<file path="src/rtl/spi_clkdiv_pkg.sv">
// Package: types shared by the SPI serial clock divider.
// Assumes: nothing beyond IEEE 1800-2017.
package spi_clkdiv_pkg;
    typedef enum logic {
        GRAN_POW2   = 1'b0,
        GRAN_LINEAR = 1'b1
    } gran_e;
endpackage

</file>
<file path="src/rtl/spi_clkdiv_ratio.sv">
// Ratio former: turns the granularity select, divide code and extension
// into the number of reference cycles per serial clock period.
// Assumes: RATIO_W is wide enough for 2**(2**CODE_W - 1) and for
// 2**(CODE_W+EXT_W); the top module derives it that way.
module spi_clkdiv_ratio
    import spi_clkdiv_pkg::*;
#(
    parameter int CODE_W  = 4,
    parameter int EXT_W   = 8,
    parameter int RATIO_W = 16
) (
    input  logic               gran_sel,
    input  logic [CODE_W-1:0]  div_code,
    input  logic [EXT_W-1:0]   div_ext,
    output logic [RATIO_W-1:0] ratio
);
    localparam int POW_N = 2 ** CODE_W;
    localparam int LIN_W = CODE_W + EXT_W;

    logic [RATIO_W-1:0] pow_ratio;
    logic [RATIO_W-1:0] lin_ratio;
    logic [POW_N-1:0]   code_hot;

    // One decode line per power-of-two exponent.
    for (genvar i = 0; i < POW_N; i++) begin : g_pow
        assign code_hot[i] = (div_code == CODE_W'(i));
    end

    // Power-of-two ratio: the decoded exponent, zero-extended.
    always_comb begin
        pow_ratio = '0;
        pow_ratio[POW_N-1:0] = code_hot;
    end

    // Linear ratio: extension above the code, plus one.
    always_comb begin
        lin_ratio = RATIO_W'({div_ext, div_code}) + RATIO_W'(1);
    end

    // Granularity select between the two forms.
    always_comb begin
        if (gran_e'(gran_sel) == GRAN_LINEAR) begin
            ratio = lin_ratio;
        end else begin
            ratio = pow_ratio;
        end
    end

    logic unused_w;
    assign unused_w = (LIN_W < 1);
endmodule

</file>
<file path="src/rtl/spi_clkdiv_counter.sv">
// Period counter: holds the latched ratio and counts the reference cycles
// of the current serial clock period, from 0 to ratio-1.
// Assumes: a ratio of at least 1 is presented at word start.
module spi_clkdiv_counter #(
    parameter int RATIO_W = 16
) (
    input  logic               clk,
    input  logic               rst_n,
    input  logic               enable,
    input  logic               word_start,
    input  logic [RATIO_W-1:0] ratio_nxt,
    output logic [RATIO_W-1:0] ratio_q,
    output logic [RATIO_W-1:0] cnt_q
);
    logic at_wrap;

    // Last offset of the period.
    assign at_wrap = (cnt_q == ratio_q - RATIO_W'(1));

    // Ratio latch: loaded only at word start while enabled.
    always_ff @(posedge clk) begin
        if (!rst_n) begin
            ratio_q <= RATIO_W'(1);
        end else if (enable && word_start) begin
            ratio_q <= ratio_nxt;
        end
    end

    // Offset counter: parked at 0 while disabled, restarted at word start.
    always_ff @(posedge clk) begin
        if (!rst_n) begin
            cnt_q <= '0;
        end else if (!enable || word_start || at_wrap) begin
            cnt_q <= '0;
        end else begin
            cnt_q <= cnt_q + RATIO_W'(1);
        end
    end
endmodule

</file>
<file path="src/rtl/spi_clkdiv_edges.sv">
// Edge generator: decodes the period offset into leading and trailing edge
// strobes, the half-period tick and the registered serial clock level.
// Assumes: cnt_q runs from 0 to ratio_q-1; the leading edge is at offset 0
// and the trailing edge at offset floor(ratio_q/2).
module spi_clkdiv_edges #(
    parameter int RATIO_W = 16
) (
    input  logic               clk,
    input  logic               rst_n,
    input  logic               enable,
    input  logic               run,
    input  logic               idle_pol,
    input  logic [RATIO_W-1:0] ratio_q,
    input  logic [RATIO_W-1:0] cnt_q,
    output logic               lead_stb,
    output logic               trail_stb,
    output logic               toggle_stb,
    output logic               half_tick,
    output logic               sclk_o
);
    logic [RATIO_W-1:0] half_off;
    logic               at_lead;
    logic               at_trail;
    logic               active_q;

    // Offset of the trailing edge.
    assign half_off = ratio_q >> 1;

    // Raw offset decodes, qualified by enable.
    assign at_lead  = enable && (cnt_q == '0);
    assign at_trail = enable && (cnt_q == half_off);

    // Strobes toward the shift engine and the chip-select timer.
    always_comb begin
        lead_stb   = run && at_lead;
        trail_stb  = run && at_trail;
        toggle_stb = lead_stb || trail_stb;
        half_tick  = at_lead || at_trail;
    end

    // Active-phase flag: set by a lone leading edge, cleared by a trailing one.
    always_ff @(posedge clk) begin
        if (!rst_n || !enable) begin
            active_q <= 1'b0;
        end else if (trail_stb) begin
            active_q <= 1'b0;
        end else if (lead_stb) begin
            active_q <= 1'b1;
        end
    end

    // Pad level: the active flag folded with the idle polarity.
    assign sclk_o = active_q ^ idle_pol;
endmodule

</file>
<file path="src/rtl/spi_clkdiv_gen.sv">
// Top: SPI master serial clock divider with power-of-two or one-cycle-step
// ratio. Produces edge strobes in the reference clock domain.
// Assumes: word_start is a one-cycle pulse from the shift engine; the
// configuration inputs are stable in the word_start cycle.
module spi_clkdiv_gen #(
    parameter int CODE_W = 4,
    parameter int EXT_W  = 8
) (
    input  logic              clk,
    input  logic              rst_n,
    input  logic              enable,
    input  logic              run,
    input  logic              word_start,
    input  logic              gran_sel,
    input  logic [CODE_W-1:0] div_code,
    input  logic [EXT_W-1:0]  div_ext,
    input  logic              idle_pol,
    output logic              sclk_o,
    output logic              lead_stb,
    output logic              trail_stb,
    output logic              toggle_stb,
    output logic              half_tick
);
    localparam int POW_W   = 2 ** CODE_W;
    localparam int LIN_W   = CODE_W + EXT_W + 1;
    localparam int RATIO_W = (POW_W > LIN_W) ? POW_W : LIN_W;

    logic [RATIO_W-1:0] ratio_nxt;
    logic [RATIO_W-1:0] ratio_q;
    logic [RATIO_W-1:0] cnt_q;

    spi_clkdiv_ratio #(
        .CODE_W (CODE_W),
        .EXT_W  (EXT_W),
        .RATIO_W(RATIO_W)
    ) u_ratio (
        .gran_sel(gran_sel),
        .div_code(div_code),
        .div_ext (div_ext),
        .ratio   (ratio_nxt)
    );

    spi_clkdiv_counter #(
        .RATIO_W(RATIO_W)
    ) u_counter (
        .clk       (clk),
        .rst_n     (rst_n),
        .enable    (enable),
        .word_start(word_start),
        .ratio_nxt (ratio_nxt),
        .ratio_q   (ratio_q),
        .cnt_q     (cnt_q)
    );

    spi_clkdiv_edges #(
        .RATIO_W(RATIO_W)
    ) u_edges (
        .clk       (clk),
        .rst_n     (rst_n),
        .enable    (enable),
        .run       (run),
        .idle_pol  (idle_pol),
        .ratio_q   (ratio_q),
        .cnt_q     (cnt_q),
        .lead_stb  (lead_stb),
        .trail_stb (trail_stb),
        .toggle_stb(toggle_stb),
        .half_tick (half_tick)
        ,.sclk_o   (sclk_o)
    );
endmodule

</file>
<file path="config.mk">
export PLATFORM = sky130hd
export DESIGN_NAME = spi_clkdiv_gen
export DESIGN_NICKNAME = d
export VERILOG_FILES = /design/src/rtl/spi_clkdiv_pkg.sv /design/src/rtl/spi_clkdiv_ratio.sv /design/src/rtl/spi_clkdiv_counter.sv /design/src/rtl/spi_clkdiv_edges.sv /design/src/rtl/spi_clkdiv_gen.sv
export SDC_FILE = /design/constraint.sdc
export NUM_CORES = 1
export LEC_CHECK = 0
export BUFFER_PORTS_ARGS = -buffer_cell sky130_fd_sc_hd__buf_4
export CORE_MARGIN = 1
export CORE_UTILIZATION = 50
export CTS_CLUSTER_DIAMETER = 80
export CTS_CLUSTER_SIZE = 12
export DETAILED_ROUTE_END_ITERATION = 10
export PLACE_DENSITY = 0.65
export SYNTH_ARGS = -nofsm -noshare
export SYNTH_HDL_FRONTEND = slang
export SYNTH_SLANG_ARGS = --single-unit
</file>
<file path="constraint.sdc">
create_clock -name clk -period 7 [get_ports clk]
set_input_delay 0.35 -clock clk [delete_from_list [all_inputs] [get_ports clk]]
set_output_delay 0.35 -clock clk [all_outputs]
set_load 0.02 [all_outputs]
</file>
==> results of run 1 <==
-- layout make-up --
class / instances / area [sq um] / area share
multi-input cells: 264 / 1784 / 0.6304
inverters: 12 / 45.04 / 0.01592
repair buffers: 23 / 172.7 / 0.06101
clock buffers: 8 / 80.08 / 0.02829
well taps: 70 / 87.58 / 0.03095
flip-flops and latches: 33 / 660.6 / 0.2334
-- registers in the layout, indices dropped and copies added (netlist names) --
signal,flops
u_counter.ratio_q,16
u_counter.cnt_q,16
u_edges.active_q,1
-- report_power, final --
group	switching [uW]	leakage [uW]	internal (uW)
logic	55.0	0.000751	42.1
registers	11.2	0.000268	193
clock network	66.1	0.0000395	70.6
-- metrics by stage --
stage          total power (uW)  cells  hold slack (ps)    util  instance area [sq um]
3_5_place_dp              304.6    402            499.5  0.5419                   2750
5_1_grt                   458.3    410            358.2  0.5577                   2830
3_3_place_gp              304.1    402            491.5  0.5419                   2750
2_1_floorplan             277.3    340            475.1       -                   2633
6_report                  438.0    410            349.8  0.5577                   2830
4_1_cts                   440.0    410            344.5  0.5577                   2830
-- routing by layer --
| layer | vias up | global-route usage | wire length (um) |
|---|---|---|---|
| met5 | - | 0 | 0 |
| li1 | 1200 | - | - |
| met4 | 0 | 0.09853 | 136 |
| met3 | 9 | 0.04472 | 187 |
| met2 | 56 | 0.4134 | 2995 |
| met1 | 1109 | 0.2996 | 2873 |
-- final timing paths --
path | slack (ps) | cells after the start | end | startpoint
max reg2reg | 3880 | 9 | u_counter.cnt_q[12] | u_counter.ratio_q[1]
min | 350 | 2 | u_counter.ratio_q[0] | rst_n
min reg2reg | 510 | 2 | u_edges.active_q | u_edges.active_q
max | 3880 | 9 | u_counter.cnt_q[12] | u_counter.ratio_q[1]
-- kinds of logic (layout without fill, tap and decap cells) --
family | count (synthesis) | in the layout | share of synthesized area
xor gates and xnor gates | 60 | 60 | 0.1996
and+or+nand+nor | 153 | 153 | 0.3170
buffers and inverters | 43 | 43 | 0.07129
adders and majority gates | 7 | 7 | 0.03327
muxes | 3 | 3 | 0.01188
AOI/OAI and AO/OA | 41 | 41 | 0.1160
DFF | 33 | 33 | 0.2509
-- cells in the mapped netlist, types with 3 or more instances --
master / n / area [sq um]
nor2_1: 39 / 146.4
nand3_1: 15 / 75.07
xor2_1: 25 / 219.0
nor2b_1: 8 / 50.05
nor3b_1: 10 / 75.07
clkbuf_1: 25 / 93.84
ha_1: 7 / 87.58
nand2_1: 22 / 82.58
nor3_1: 11 / 55.05
a21oi_1: 8 / 40.04
a31oi_1: 3 / 18.77
xnor2_1: 35 / 306.5
inv_1: 12 / 45.04
o21ai_0: 5 / 25.02
a221oi_1: 11 / 96.34
dfxtp_1: 33 / 660.6
nand4_1: 14 / 87.58
buf_2: 3 / 15.01
buf_6: 3 / 33.78
nor4_1: 18 / 112.6
nor4b_1: 3 / 26.28
==> metrics.txt, run 1 <==
GR Overflow Total 0; clk sinks 33; antenna-violating nets left 0; most frequent cells in the layout nor2_1, xnor2_1, dfxtp_1; Avg Cell Area, Syn 7.743 sq um; Min-Delay Path Class primary input to register; core footprint 5075 sq um; root buf cell clkbuf_8; RSZ-0062 raised after global routing no; Syn Nets 366; # nets final 365; latest clock arrival within the worst-skew pair 280 ps; DR iter-0 viols 66; Final TNS setup 0 ps; Vert. Die Dim 74.56 um; Synth warnings 0; P per Cell Area 154.8 nW/um^2; share of cells above drive strength 1 0.1000; commonest non-fill, non-tap cell in the layout nor2_1; synthesis-to-finish area growth 7.509%; DR pass1 iterations 4; htree depth 2; Slew Viols, Final 0; crit path max-delay cell type nor4_4; count of input and output buffers 23; Vias/cell 5.790; worst rel slew slack 0.4013; max-cap violations 0; starting density of the core 0.5187; Synth cell types 42; vias in the first global route 2184; row cnt 26; top_reg_cell synth dfxtp_1; skew final 2.947 ps; Final Hold Fails 0; Least-Margin Pin Slew 891.2 ps; # setup viols final 0; #FFs+latches synth 33; Die ar. 5559 sq um; global-route usage over all layers 0.2423; CP cell instances inv_1, ha_1, nor4b_4, and2_1, nand4_1, a221oi_2, a41oi_1, nor4_4, nor2_1; number of flops mapped to enable cells by yosys 0; Pleak 0.001058 uW; critical setup path kind register to register; hold_buf cts 0; Syn Inst Count 340; die width 74.56 um; IO Pins 24; Worst setup SP type register; FILL cells 523; crit share post-route 0.4453; wire per inst 15.10 um; Buffers & Inverters on Critical Path 1; status completed; ANT cells 0; DP Wirelength 4.606 mm; Top delay family on crit path simple AND/OR/NAND/NOR gates; Max IR drop VDD 76.93 uV; CTS Buf Count 5; CP arrival 3250 ps; clock buffer depth 2; DR vias 2374; initial antenna violation count 0; Post-CTS Setup Bufs 0; CTS tree yes; Seq/Total Area, Yosys 0.2510; post-route minimum period 3117 ps; crit path max fanout 16; Post-synth ARST share 0; first-pass GRT wire length 10.16 mm; dpl ws 3886 ps; largest net degree at the start of global routing 22; Mapped Area 2633 sq um; setup ws final 3883 ps; final WL 6.192 mm; Critical Path Sink Type register; Peak Freq 320.8 MHz; DRC viols 0; post-CTS sizing 0; Clk pin slew, worst setup/hold paths 60 ps; CP max stage delay 810 ps; CP Data Required Time 7130 ps; gpl congestion 0.8564
No activity file was read; power rests on OpenSTA's default activity.
==> run 2: changes to the inputs <==
- ABC_AREA: not set -> 1
- clock period: 7 -> 3.25 ns (I/O delays scaled with it)
==> run 2 against run 1 <==
  * Clock skew rose by 5.4 ps
  * Final area rose by 4.0%
  * Cell count rose by 27%
  * Combinational power rose by 130%
  * Critical path type is now register to output pin
==> metrics.txt, run 2 <==
critical setup path kind register to output pin (was register to register); Seq/Total Area, Yosys 0.2481 (was 0.2510); first-pass GRT wire length 11.01 mm (was 10.16 mm); Final Hold Fails 0 (unchanged); largest net degree at the start of global routing 23 (was 22); row cnt 26 (unchanged); starting density of the core 0.5213 (was 0.5187); met2 wire len 3.254 mm (was 2.995 mm); Yosys top cell by area dfxtp_1 (unchanged); Top delay family on crit path flip-flops (was simple AND/OR/NAND/NOR gates); Die ar. 5621 sq um (was 5559 sq um); DRC viols 0 (unchanged); final WL 6.845 mm (was 6.192 mm); Peak Freq 501.2 MHz; Synth area leaders dfxtp_1, nand2_1, inv_1, nor2_1, xor2_1 (was dfxtp_1, xnor2_1, xor2_1, nor2_1, nor4_1); antenna-violating nets left 0 (unchanged); #FFs+latches synth 33 (unchanged); Layout Utilization 0.5762 (was 0.5577); Slew Viols, Final 0 (unchanged); Buffers & Inverters on Critical Path 2 (was 1); Pleak 0.001352 uW (was 0.001058 uW); most numerous cell on the critical path nand2_1; most common cell in the netlist nand2_1 (was nor2_1); CTS tree yes (unchanged); count of input and output buffers 23 (unchanged); status completed (unchanged); global-route usage over all layers 0.2615 (was 0.2423); DP Wirelength 5.635 mm (was 4.606 mm); # nets final 475 (was 365); top_reg_cell synth dfxtp_1 (unchanged); synthesis-to-finish area growth 10.53% (was 7.509%); clock buffer depth 2 (unchanged); hold_buf cts 0 (unchanged); vias in the first global route 2434 (was 2184); crit path max-delay cell type dfxtp_1 (was nor4_4); setup ws final 1255 ps (was 3883 ps); commonest non-fill, non-tap cell in the layout nand2_1 (was nor2_1); Worst setup SP type register (unchanged); IO Pins 24 (unchanged); Syn Nets 457 (was 366); Post-CTS Setup Bufs 0 (unchanged); number of flops mapped to enable cells by yosys 0 (unchanged); DR pass1 iterations 5 (was 4); CP max stage delay 500 ps (was 810 ps); latest clock arrival within the worst-skew pair 280 ps (about the same); root buf cell clkbuf_8 (unchanged); Least-Margin Pin Slew 680.6 ps (was 891.2 ps); core footprint 5107 sq um (was 5075 sq um); biggest registers after layout u_counter.cnt_q: 16 flops, u_counter.ratio_q: 16 flops, u_edges.active_q: 1 flops (unchanged); DR top layer met4 (unchanged); CP arrival 1830 ps (was 3250 ps); P per Cell Area 324.8 nW/um^2 (was 154.8 nW/um^2); Avg Cell Area, Syn 6.178 sq um (was 7.743 sq um); wire per inst 13.16 um (was 15.10 um); die width 74.98 um (was 74.56 um); met3 wire length 238 um (was 187 um); GR Overflow Total 0 (unchanged); top cells by count, synth nand2_1, inv_1, nor2_1, dfxtp_1, nand3_1 (was nor2_1, xnor2_1, dfxtp_1, clkbuf_1, xor2_1); post-CTS sizing 0 (unchanged); crit path max fanout 6 (was 16); most frequent cells in the layout nand2_1, inv_1, nor2_1 (was nor2_1, xnor2_1, dfxtp_1); Critical Path Sink Type output pin (was register); DR iter-0 viols 136 (was 66); Synth cell types 31 (was 42); Clk pin slew, worst setup/hold paths 70 ps (was 60 ps); DR vias 2688 (was 2374); Vias/cell 5.169 (was 5.790); CP Data Required Time 3090 ps (was 7130 ps); CP cell instances inv_1, nand2_1, o21ai_0, a21oi_1, nand2_1, nor2_1, nand2_1, a21oi_1, buf_4 (was inv_1, ha_1, nor4b_4, and2_1, nand4_1, a221oi_2, a41oi_1, nor4_4, nor2_1); # setup viols final 0 (unchanged); clk sinks 33 (unchanged); RSZ-0062 raised after global routing no (unchanged); post-synth top area share 0.2481 (was 0.2510); crit share post-route 0.6140; skew final 8.335 ps (was 2.947 ps); dpl ws 1313 ps (was 3886 ps); share of cells above drive strength 1 0.1200 (was 0.1000); Synth warnings 0 (unchanged); CTS Buf Count 5 (unchanged); WL met1 3.117 mm (was 2.873 mm); Final TNS setup 0 ps (unchanged); htree depth 2 (unchanged); initial antenna violation count 0 (unchanged); ANT cells 0 (unchanged); Min-Delay Path Class primary input to register (unchanged); worst rel slew slack 0.5452 (was 0.4013); Post-synth ARST share 0 (unchanged); Mapped Area 2663 sq um (was 2633 sq um); Max IR drop VDD 196.4 uV (was 76.93 uV); Vert. Die Dim 74.98 um (was 74.56 um); post-route minimum period 1995 ps; max-cap violations 0 (unchanged); gpl congestion 0.9442 (was 0.8564); Syn Inst Count 431 (was 340); worst hold slack 128.3 ps (was 349.8 ps)
==> run 2: area by class of cell <==
type | instances | area [sq um]
Clock buffer | 5 | 68.82
Clock inverter | 3 | 17.52
Fill cell | 563 | 2165
Inverter | 68 | 255.2
Multi-Input combinational cell | 318 | 1680
Sequential cell | 33 | 660.6
Tap cell | 70 | 87.58
Timing Repair Buffer | 23 | 172.7
==> run 2: layer usage <==
layer / global-route usage / vias up
li1: - / 1416
met1: 0.3208 / 1173
met2: 0.4575 / 80
met3: 0.02945 / 19
met4: 0.1216 / 0
met5: 0 / -
==> run 2: per-stage QoR <==
step	total power [uW]	area, sq um	instances
2_1_floorplan	600.1	2663	431
3_3_place_gp	664.3	2856	512
3_5_place_dp	666.2	2856	512
4_1_cts	960.5	2943	520
5_1_grt	1011	2943	520
6_report	955.7	2943	520
==> run 2: kinds of logic after synthesis <==
| kind of cell | after synthesis | share of synthesized area |
|---|---|---|
| compound gates | 68 | 0.1438 |
| fa+ha+maj | 7 | 0.03289 |
| xor+xnor | 27 | 0.08882 |
| buf+inv | 80 | 0.1208 |
| flops | 33 | 0.2481 |
| simple gates | 216 | 0.3656 |
==> run 2: path summary, 6_finish.rpt <==
path | to | cells after the start | startpoint | slack, ps
max | toggle_stb | 9 | u_counter.cnt_q[9] | 1250
min | u_counter.ratio_q[0] | 2 | rst_n | 130
max reg2reg | u_counter.cnt_q[14] | 13 | u_counter.ratio_q[0] | 1310
min reg2reg | u_counter.ratio_q[1] | 2 | u_counter.ratio_q[1] | 520
==> run 2: worst register-to-register path, cell delays in order (launching register included) <==
cell	delay, ps
dfxtp_1	320
inv_1	120
ha_1	260
inv_1	90
nand2_1	70
nand3_1	60
nand2_1	80
nand2_1	40
nor2_1	90
nand3_1	100
nor2_1	110
nand4_1	110
nand2_2	280
nor2_1	90
==> run 2: power breakdown <==
group	switching [uW]	total, uW	leakage, uW	internal [uW]
Combinational	136	220	0.00104	84.0
Sequential	22.6	440	0.000269	417
Clock	149	296	0.0000439	148
==> run 3: changes to the inputs <==
- clock period: 3.25 -> 1.9 ns (I/O delays scaled with it)
==> run 3 against run 2 <==
  * Routed wire length rose by 7.4%
  * Non-clock buffer count rose by 15
  * Die area did not move
  * Clock power rose to 2.7 times the previous value
  * Setup slack got worse by 1200 ps
  * Largest power group is now clock
==> metrics.txt, run 3 (synthesis results as in run 2) <==
Vert. Die Dim 74.98 um (unchanged); gpl congestion 0.9527 (was 0.9442); clock buffer depth 2 (unchanged); critical setup path kind register to output pin (unchanged); latest clock arrival within the worst-skew pair 290 ps (was 280 ps); CP Data Required Time 1800 ps (was 3090 ps); DR vias 2824 (was 2688); Die ar. 5621 sq um (unchanged); crit path max-delay cell type dfxtp_1 (unchanged); biggest registers after layout u_counter.cnt_q: 16 flops, u_counter.ratio_q: 16 flops, u_edges.active_q: 1 flops (unchanged); dpl ws -3.375 ps (was 1313 ps); initial antenna violation count 0 (unchanged); most frequent cells in the layout nand2_1, inv_1, nor2_1 (unchanged); core footprint 5107 sq um (unchanged); starting density of the core 0.5213 (unchanged); final instance area 3181 sq um (was 2943 sq um); wire per inst 13.71 um (was 13.16 um); max-cap violations 0 (unchanged); commonest non-fill, non-tap cell in the layout nand2_1 (unchanged); Layout Utilization 0.6227 (was 0.5762); GR Overflow Total 0 (unchanged); Peak Freq 556.7 MHz; clk sinks 33 (unchanged); die width 74.98 um (unchanged); # nets final 491 (was 475); # setup viols final 0 (unchanged); post-route minimum period 1796 ps; ANT cells 0 (unchanged); number of cells on the worst reg-to-reg path 14 (was 13); synthesis-to-finish area growth 19.45% (was 10.53%); final WL 7.350 mm (was 6.845 mm); busiest grt layer met2 (unchanged); share of cells above drive strength 1 0.1781 (was 0.1200); Max IR drop VDD 465.4 uV (was 196.4 uV); crit path to toggle_stb (unchanged); Slew Viols, Final 0 (unchanged); Pleak 0.001465 uW (was 0.001352 uW); Worst setup SP type register (unchanged); htree depth 2 (unchanged); grt met3 use 0.03347 (was 0.02945); worst r2r dst u_counter.cnt_q[0] (was u_counter.cnt_q[14]); setup ws final 103.7 ps (was 1255 ps); CTS tree yes (unchanged); RSZ-0062 raised after global routing no (unchanged); global-route usage over all layers 0.2763 (was 0.2615); r2r setup slk 120 ps (was 1310 ps); antenna-violating nets left 0 (unchanged); root buf cell clkbuf_8 (unchanged); worst rel slew slack 0.4886 (was 0.5452); skew final 6.119 ps (was 8.335 ps); crit path max fanout 6 (unchanged); GRT met1 Usage 0.3486 (was 0.3208); status completed (unchanged); crit share post-route 0.9454; Placement Cell Area 2939 sq um (was 2856 sq um); DR pass1 iterations 5 (unchanged); Least-Margin Pin Slew 764.3 ps (was 680.6 ps); Vias/cell 5.269 (was 5.169); P per Cell Area 615.0 nW/um^2 (was 324.8 nW/um^2); row cnt 26 (unchanged); Final Hold Fails 0 (unchanged); Critical Path Start u_counter.ratio_q[2] (was u_counter.cnt_q[9]); CP arrival 1700 ps (was 1830 ps); Min-Delay Path Class primary input to register (unchanged); CTS Buf Count 5 (unchanged); first-pass GRT wire length 11.49 mm (was 11.01 mm); FILL cells 503 (was 563); CP max stage delay 380 ps (was 500 ps); IO Pins 24 (unchanged); DP Wirelength 5.787 mm (was 5.635 mm); CP cell instances inv_1, o22ai_1, nor2_1, nand2_1, nor2_2, nand2_2, a21oi_2, buf_4 (was inv_1, nand2_1, o21ai_0, a21oi_1, nand2_1, nor2_1, nand2_1, a21oi_1, buf_4); largest net degree at the start of global routing 22 (was 23); DR iter-0 viols 177 (was 136); Clk pin slew, worst setup/hold paths 60 ps (was 70 ps); GR Layer Usage met2 0.4535 (was 0.4575); DRC viols 0 (unchanged); FF-to-FF Start u_counter.ratio_q[1] (was u_counter.ratio_q[0]); Critical Path Sink Type output pin (unchanged); count of input and output buffers 23 (unchanged); vias in the first global route 2476 (was 2434)
run 3: changes by cell type in the layout (fill, tap and decap cells not counted), moves of 2 or more:
| cell | delta |
|---|---|
| nand2_8 | +2 |
| ha_1 | -2 |
| dfxtp_1 | -6 |
| dfxtp_2 | +5 |
| bufinv_16 | +2 |
| buf_4 | +14 |
run 3: worst max-delay path, delay by kind of cell, from the launching register on:
| family | cells | cell delay (ps) |
|---|---|---|
| buffers and inverters | 2 | 330 |
| AO/OA/AOI/OAI | 2 | 240 |
| flip-flops | 1 | 380 |
| AND/OR/NAND/NOR | 4 | 470 |
run 3: how the worst min path moves through the flow:
stage / cells after the start / startpoint / endpoint
after floorplan: 3 / run / u_edges.active_q
after global placement: 2 / rst_n / u_counter.ratio_q[0]
after detailed placement: 2 / rst_n / u_counter.ratio_q[0]
after CTS: 2 / rst_n / u_counter.ratio_q[0]
after global routing: 2 / rst_n / u_counter.ratio_q[0]
final: 2 / rst_n / u_counter.ratio_q[0]
run 3: cell type report:
| cell class | count | area (sq um) | share of cell area |
|---|---|---|---|
| well taps | 70 | 87.58 | 0.02754 |
| multi-input cells | 319 | 1744 | 0.5484 |
| clock buffers | 5 | 68.82 | 0.02164 |
| repair buffers | 38 | 289.0 | 0.09087 |
| flip-flops and latches | 33 | 670.6 | 0.2109 |
| inverters | 68 | 255.2 | 0.08025 |
| clock inverters | 3 | 65.06 | 0.02046 |
run 3: timing repair:
action                                 4_1_cts  5_1_grt
resized for setup                            2       18
hold buffers                                 0        0
setup endpoints to repair                   13       20
pin swaps                                    0        6
endpoints found under the hold margin        0        0
buffers inserted                             0        4
gates cloned                                 0        1
run 3: routing by layer:
metal  vias up  wire length, um  share of wire
met2       105             3453           0.47
met3        27              347          0.047
met5         -                0              0
met1      1245             3235           0.44
met4         0              313          0.043
li1       1447                -              -
run 3: power breakdown:
group	total [uW]	internal, uW	switching [uW]
Clock	788	521	267
Combinational	419	164	254
Sequential	749	713	35.7
Total	1960	1400	558
run 3: metrics by stage:
stage | total power (uW) | cells | setup TNS [ps] | hold slack (ps)
after floorplan | 1027 | 431 | 0 | 301.7
after global placement | 1148 | 523 | 0 | 363.4
after detailed placement | 1149 | 523 | -7.288 | 358.0
after CTS | 1936 | 531 | 0 | 58.55
after global routing | 2044 | 536 | 0 | 105.4
final | 1956 | 536 | 0 | 62.88
